`src/rtl/msi_pkg.sv`:
```
package msi_pkg;
  localparam int REG_AW      = 12;
  localparam int REG_DW      = 32;
  localparam int VEC_PER_GRP = 32;
  localparam int GRP_STRIDE  = 12;
  localparam logic [REG_AW-1:0] TGT_LO_OFF = 12'h820;
  localparam logic [REG_AW-1:0] TGT_HI_OFF = 12'h824;
  localparam logic [REG_AW-1:0] GRP_BASE   = 12'h828;

  typedef enum logic [1:0] {
    KIND_ENABLE = 2'd0,
    KIND_MASK   = 2'd1,
    KIND_STATUS = 2'd2,
    KIND_NONE   = 2'd3
  } grp_kind_e;
endpackage

```
`src/rtl/msi_reg_decode.sv`:
```
module msi_reg_decode
  import msi_pkg::*;
#(
  parameter int GROUPS = 8,
  localparam int GIW = (GROUPS > 1) ? $clog2(GROUPS) : 1
) (
  input  logic [REG_AW-1:0] addr,
  output logic              hit_lo,
  output logic              hit_hi,
  output logic              hit_grp,
  output logic [GIW-1:0]    grp_idx,
  output grp_kind_e         kind
);
  localparam int WORDS_PER_GRP = GRP_STRIDE / 4;
  localparam int WW = REG_AW - 2;

  logic [REG_AW-1:0] off;
  logic [WW-1:0]     word;
  logic [WW-1:0]     slot;

  always_comb begin
    off     = addr - GRP_BASE;
    word    = off[REG_AW-1:2];
    hit_lo  = (addr[REG_AW-1:2] == TGT_LO_OFF[REG_AW-1:2]);
    hit_hi  = (addr[REG_AW-1:2] == TGT_HI_OFF[REG_AW-1:2]);
    hit_grp = (addr[REG_AW-1:2] >= GRP_BASE[REG_AW-1:2]) &&
              (word < WW'(WORDS_PER_GRP * GROUPS));
    grp_idx = GIW'(word / WW'(WORDS_PER_GRP));
    slot    = word % WW'(WORDS_PER_GRP);
    kind    = KIND_NONE;
    if (hit_grp) begin
      case (slot[1:0])
        2'd0:    kind = KIND_ENABLE;
        2'd1:    kind = KIND_MASK;
        2'd2:    kind = KIND_STATUS;
        default: kind = KIND_NONE;
      endcase
    end
  end
endmodule

```
`src/rtl/msi_capture.sv`:
```
module msi_capture
  import msi_pkg::*;
#(
  parameter int GROUPS = 8,
  localparam int VECS = GROUPS * VEC_PER_GRP,
  localparam int VW   = $clog2(VECS)
) (
  input  logic              in_wr_valid,
  input  logic [63:0]       in_wr_addr,
  input  logic [REG_DW-1:0] in_wr_data,
  input  logic [63:0]       target_addr,
  output logic [VECS-1:0]   set_vec
);
  logic addr_match;
  logic in_range;

  always_comb begin
    addr_match = in_wr_valid && (in_wr_addr == target_addr);
    in_range   = (in_wr_data < REG_DW'(VECS));
    set_vec    = '0;
    if (addr_match && in_range)
      set_vec[in_wr_data[VW-1:0]] = 1'b1;
  end
endmodule

```
`src/rtl/msi_vec_group.sv`:
```
module msi_vec_group
  import msi_pkg::*;
#(
  parameter int W = VEC_PER_GRP
) (
  input  logic         clk,
  input  logic         rst,
  input  logic [W-1:0] set_bits,
  input  logic [W-1:0] wdata,
  input  logic         wr_enable,
  input  logic         wr_mask,
  input  logic         wr_status,
  output logic [W-1:0] enable_q,
  output logic [W-1:0] mask_q,
  output logic [W-1:0] status_q,
  output logic         pending
);
  logic [W-1:0] clr_bits;
  logic [W-1:0] status_d;

  always_comb begin
    clr_bits = wr_status ? wdata : '0;
    status_d = (status_q & ~clr_bits) | (set_bits & enable_q);
    pending  = |(status_q & ~mask_q);
  end

  always_ff @(posedge clk) begin
    if (rst) begin
      enable_q <= '0;
      mask_q   <= '0;
      status_q <= '0;
    end else begin
      if (wr_enable) enable_q <= wdata;
      if (wr_mask)   mask_q   <= wdata;
      status_q <= status_d;
    end
  end
endmodule

```
`src/rtl/msi_irq_ctrl.sv`:
```
module msi_irq_ctrl
  import msi_pkg::*;
#(
  parameter int GROUPS = 8,
  localparam int VECS = GROUPS * VEC_PER_GRP,
  localparam int GIW  = (GROUPS > 1) ? $clog2(GROUPS) : 1
) (
  input  logic              clk,
  input  logic              rst,
  input  logic              in_wr_valid,
  input  logic [63:0]       in_wr_addr,
  input  logic [REG_DW-1:0] in_wr_data,
  input  logic              reg_wr_en,
  input  logic              reg_rd_en,
  input  logic [REG_AW-1:0] reg_addr,
  input  logic [REG_DW-1:0] reg_wdata,
  output logic [REG_DW-1:0] reg_rdata,
  output logic              irq_out
);
  logic [REG_DW-1:0] tgt_lo_q, tgt_hi_q;
  logic [63:0]       target_addr;
  logic              dec_lo, dec_hi, dec_grp;
  logic [GIW-1:0]    dec_idx;
  grp_kind_e         dec_kind;
  logic [VECS-1:0]   set_vec;
  logic [VECS-1:0]   status_all, mask_all, enable_all;
  logic [GROUPS-1:0] pend_vec;
  logic [VEC_PER_GRP-1:0] en_arr [GROUPS];
  logic [VEC_PER_GRP-1:0] mk_arr [GROUPS];
  logic [VEC_PER_GRP-1:0] st_arr [GROUPS];
  logic [REG_DW-1:0] rd_mux;
  logic [REG_DW-1:0] rdata_q;
  logic              irq_q;

  assign target_addr = {tgt_hi_q, tgt_lo_q};

  msi_reg_decode #(.GROUPS(GROUPS)) u_dec (
    .addr    (reg_addr),
    .hit_lo  (dec_lo),
    .hit_hi  (dec_hi),
    .hit_grp (dec_grp),
    .grp_idx (dec_idx),
    .kind    (dec_kind)
  );

  msi_capture #(.GROUPS(GROUPS)) u_cap (
    .in_wr_valid (in_wr_valid),
    .in_wr_addr  (in_wr_addr),
    .in_wr_data  (in_wr_data),
    .target_addr (target_addr),
    .set_vec     (set_vec)
  );

  for (genvar g = 0; g < GROUPS; g++) begin : g_grp
    logic sel;
    assign sel = reg_wr_en && dec_grp && (dec_idx == GIW'(g));
    msi_vec_group #(.W(VEC_PER_GRP)) u_grp (
      .clk       (clk),
      .rst       (rst),
      .set_bits  (set_vec[g*VEC_PER_GRP +: VEC_PER_GRP]),
      .wdata     (reg_wdata),
      .wr_enable (sel && (dec_kind == KIND_ENABLE)),
      .wr_mask   (sel && (dec_kind == KIND_MASK)),
      .wr_status (sel && (dec_kind == KIND_STATUS)),
      .enable_q  (en_arr[g]),
      .mask_q    (mk_arr[g]),
      .status_q  (st_arr[g]),
      .pending   (pend_vec[g])
    );
    assign status_all[g*VEC_PER_GRP +: VEC_PER_GRP] = st_arr[g];
    assign mask_all[g*VEC_PER_GRP +: VEC_PER_GRP]   = mk_arr[g];
    assign enable_all[g*VEC_PER_GRP +: VEC_PER_GRP] = en_arr[g];
  end

  always_comb begin
    rd_mux = '0;
    if (dec_lo)
      rd_mux = tgt_lo_q;
    else if (dec_hi)
      rd_mux = tgt_hi_q;
    else if (dec_grp) begin
      case (dec_kind)
        KIND_ENABLE: rd_mux = en_arr[dec_idx];
        KIND_MASK:   rd_mux = mk_arr[dec_idx];
        KIND_STATUS: rd_mux = st_arr[dec_idx];
        default:     rd_mux = '0;
      endcase
    end
  end

  always_ff @(posedge clk) begin
    if (rst) begin
      tgt_lo_q <= '0;
      tgt_hi_q <= '0;
      rdata_q  <= '0;
      irq_q    <= 1'b0;
    end else begin
      if (reg_wr_en && dec_lo) tgt_lo_q <= reg_wdata;
      if (reg_wr_en && dec_hi) tgt_hi_q <= reg_wdata;
      rdata_q <= reg_rd_en ? rd_mux : '0;
      irq_q   <= |pend_vec;
    end
  end

  assign reg_rdata = rdata_q;
  assign irq_out   = irq_q;
endmodule

```
`config.mk`:
```
export PLATFORM = sky130hd
export DESIGN_NAME = msi_irq_ctrl
export DESIGN_NICKNAME = d
export VERILOG_FILES = /design/src/rtl/msi_pkg.sv /design/src/rtl/msi_reg_decode.sv /design/src/rtl/msi_capture.sv /design/src/rtl/msi_vec_group.sv /design/src/rtl/msi_irq_ctrl.sv
export SDC_FILE = /design/constraint.sdc
export NUM_CORES = 2
export LEC_CHECK = 0
export CAP_MARGIN = 20
export CORE_MARGIN = 3
export CORE_UTILIZATION = 39
export DETAILED_ROUTE_END_ITERATION = 10
export DONT_BUFFER_PORTS = 1
export PLACE_DENSITY = 0.54
export SYNTH_ARGS = -nofsm -noshare
export SYNTH_HDL_FRONTEND = slang
export SYNTH_SLANG_ARGS = --single-unit
```
`constraint.sdc`:
```
create_clock -name clk -period 14.4 [get_ports clk]
set_input_delay 2.88 -clock clk [delete_from_list [all_inputs] [get_ports clk]]
set_output_delay 2.88 -clock clk [all_outputs]
set_load 0.02 [all_outputs]
```
==> impl_results.md <==
- FF-to-FF setup slack: 10060 ps
- Endpoints failing setup: 0
- Worst Hold Slack: 453 ps
- Ys flop type: dfxtp_1
- Clock share of power: 0.441
- Slew headroom: -1.93
- Die area: 0.113 mm2
- Total negative slack: 0 ps
- CP startpoint: reg_addr[3]
- Die X: 336 um
- First-pass GRT wire length: 292 mm
- Overall routed net length: 210 mm
- Commonest non-fill, non-tap cells in the layout: dfxtp_1, nand2_1, nor2_1
- Power after layout: 5890 uW
- Initial drt markers: 7231
- Crit end category: flip-flop
- Crit path depth: 25
- Buf+Inv Stages, Crit Path: 6
- Avg Cell Area, Syn: 7.71 um2
- Overflow after GRT: 0
- #FFs+latches synth: 865
- Fin area: 0.0464 mm2
- Clk_lat worst skew: 720 ps
- FP Rows: 120
- YS warnings: 0
- Total vias in the final route: 42575
- Nets: 5361
- EDFF count, synth: 0
- Num Clock Sinks: 865
- Critical path peak fanout: 23
- P_int: 4100 uW
- Root buffer cell: clkbuf_16
- Status: finished with violations
- Routed len/inst: 31.4 um
- TritonCTS buffer count: 94
- Maximum clock frequency: 95.6 MHz
- Number of global-route vias before repair: 38159
- Max_cap viols: 0
- Area Growth Syn to Fin: 9.32%
- PwrDens: 127 mW/mm2
- GR Util All Layers: 0.359
- Leakage: 0.0162 uW
- Kind of cell adding the most delay to the critical path: simple AND/OR/NAND/NOR gates
- Hold buffer count at cts: 0
- RSZ-0062 raised after global routing: no
- Die height: 336 um
- Initial Util: 0.395
- Layout cells sized above 1: 0.0597
- Bufs on Longest Clock Path: 3
- Peak VDD IR: 0.102 mV
- CP Data Required Time: 14790 ps
- Count of cell types in the netlist: 82
- P_sw: 1790 uW
- Hold violation count in the final report: 0
- Worst Skew: 57.1 ps
- H-Tree Depth: 3
- Worst r2r src: tgt_hi_q[31]$_SDFFE_PP0P_
- Tcrit/Tclk final: 0.726
- DP HPWL: 143 mm
- Tmin final: 10460 ps
- Routed Antenna Nets: 0
- I/O Pins: 178
- Hold Path Stages: 2
- Fillers: 11061
- Setup CP Type: input pin to flip-flop
- Residual DRC: 0
- Slowest CP cell: nor2b_1
- Worst-path clk slew: 60 ps
- Critical Path AT: 10850 ps
- Leading cell type in the layout, fill and taps excluded: dfxtp_1
- Total core area: 0.108 mm2
- Via density: 6.36
- CTS-repair resized insts: 0
- Initial antenna violation count: 14
- CTS tree: yes
- Register area share after synthesis: 0.408
- Net Sw Frac: 0.304
- Worst-Margin Slew: 4400 ps
- Post-synth design cell area: 0.0424 mm2
- Reg2reg path depth: 9
- Fin util: 0.431
- Slowest stage delay, CP: 780 ps
- Reg2reg end: g_grp[4].u_grp.status_q[20]$_SDFF_PP0_
- Synth async-reset ratio: 0
- Failing checks: max-slew violations
- Mapped Cells: 5502
- Combinational Power Share: 0.153
- Max-slew violations: 695
- Sequential Power Share: 0.406
- Placed Area: 0.0431 mm2
- Port Buffers: 0
- Class of the worst hold path: flip-flop to flip-flop
- Mapped Nets: 5651
- Largest net degree at the start of global routing: 835
- Post-CTS Setup Repair Bufs: 0
- Crit path to: g_grp[0].u_grp.enable_q[27]$_SDFFE_PP0P_
- Pre-Repair DR Iteration Count: 7
- Crit path launch type: input pin
- GP Congestion: 1.02
## worst min path at each step
stage,from,slack (ps),endpoint
finish,tgt_hi_q[15]$_SDFFE_PP0P_,450,tgt_hi_q[15]$_SDFFE_PP0P_
global route,g_grp[3].u_grp.mask_q[9]$_SDFFE_PP0P_,480,g_grp[3].u_grp.mask_q[9]$_SDFFE_PP0P_
CTS,g_grp[5].u_grp.enable_q[0]$_SDFFE_PP0P_,450,g_grp[5].u_grp.status_q[0]$_SDFF_PP0_
detailed placement,g_grp[5].u_grp.mask_q[3]$_SDFFE_PP0P_,450,g_grp[5].u_grp.mask_q[3]$_SDFFE_PP0P_
global placement,tgt_hi_q[15]$_SDFFE_PP0P_,440,tgt_hi_q[15]$_SDFFE_PP0P_
floorplan,tgt_hi_q[15]$_SDFFE_PP0P_,430,tgt_hi_q[15]$_SDFFE_PP0P_
## synth_stat cells, types with 10 or more instances
cell | n | area (um2)
dfxtp_1 | 865 | 17300
nand2_1 | 702 | 2640
nor2_1 | 666 | 2500
a21oi_1 | 577 | 2890
mux2i_1 | 453 | 4530
nand3_1 | 431 | 2160
o21ai_0 | 333 | 1670
clkbuf_1 | 302 | 1130
inv_1 | 282 | 1060
buf_2 | 118 | 591
o22ai_1 | 105 | 657
o221ai_1 | 60 | 526
o211ai_1 | 54 | 405
a221oi_1 | 46 | 403
o21ai_1 | 37 | 185
nand4_1 | 35 | 219
nor4_1 | 32 | 200
xnor2_1 | 31 | 272
a32oi_1 | 28 | 245
buf_1 | 28 | 105
o2111ai_1 | 28 | 245
xor2_1 | 28 | 245
nand2b_1 | 21 | 131
o2111a_1 | 21 | 236
nor3_1 | 19 | 95.1
buf_4 | 14 | 105
and3_1 | 12 | 75.1
a211oi_1 | 10 | 75.1
mux2_2 | 10 | 113
## final cells by class
type | instances | area, um2 | area share
Antenna cell | 3 | 7.51 | 0.000162
Clock buffer | 148 | 2800 | 0.0603
Clock inverter | 27 | 477 | 0.0103
Inverter | 282 | 1060 | 0.0228
Multi-Input combinational cell | 3884 | 22300 | 0.480
Sequential cell | 865 | 17300 | 0.373
Tap cell | 1403 | 1760 | 0.0378
Timing Repair Buffer | 85 | 699 | 0.0151
## worst register-to-register path: cells and delay by family (launching register included)
family          cells  cell delay [ps]
simple gates        6             3040
compound gates      1              180
buf+inv             1              370
flops               1              340
xor+xnor            1              230
## cell families after synthesis
logic type               count (synthesis)  synth area share
AND/OR/NAND/NOR                       1980             0.200
AO/OA/AOI/OAI                         1378             0.194
flip-flops                             865             0.408
buffers and inverters                  753            0.0742
multiplexers                           463             0.110
XOR/XNOR                                59            0.0122
adder cells (fa/ha/maj)                  4           0.00118
## power by group through the flow
stage / sequential (uW) / combinational, uW / clock [uW]
2_1_floorplan: 2450 / 614 / 0
3_3_place_gp: 2450 / 854 / 0
3_5_place_dp: 2450 / 856 / 0
4_1_cts: 2390 / 860 / 2610
5_1_grt: 2390 / 923 / 2700
6_report: 2390 / 901 / 2600
## routing by layer
metal	routed length (um)	part of all wire	track usage
met5	50	0.00024	0.000426
met1	84300	0.40	0.489
met3	24200	0.11	0.0804
met4	15900	0.076	0.227
met2	85900	0.41	0.510
## flip-flops by register name (all words and copies together) (netlist names)
name                  count
g_grp.u_grp.mask_q      256
tgt_hi_q                 32
g_grp.u_grp.enable_q    256
reg_rdata                32
g_grp.u_grp.status_q    256
tgt_lo_q                 32
irq_out                   1
## per-stage QoR
step                      worst slack (ps)  cells
final                                 3940   6697
after global routing                  3810   6695
after CTS                             4370   6692
after detailed placement              3640   6517
after global placement                3750   6516
after floorplan                       6520   5502
No activity file was read; power rests on OpenSTA's default activity.
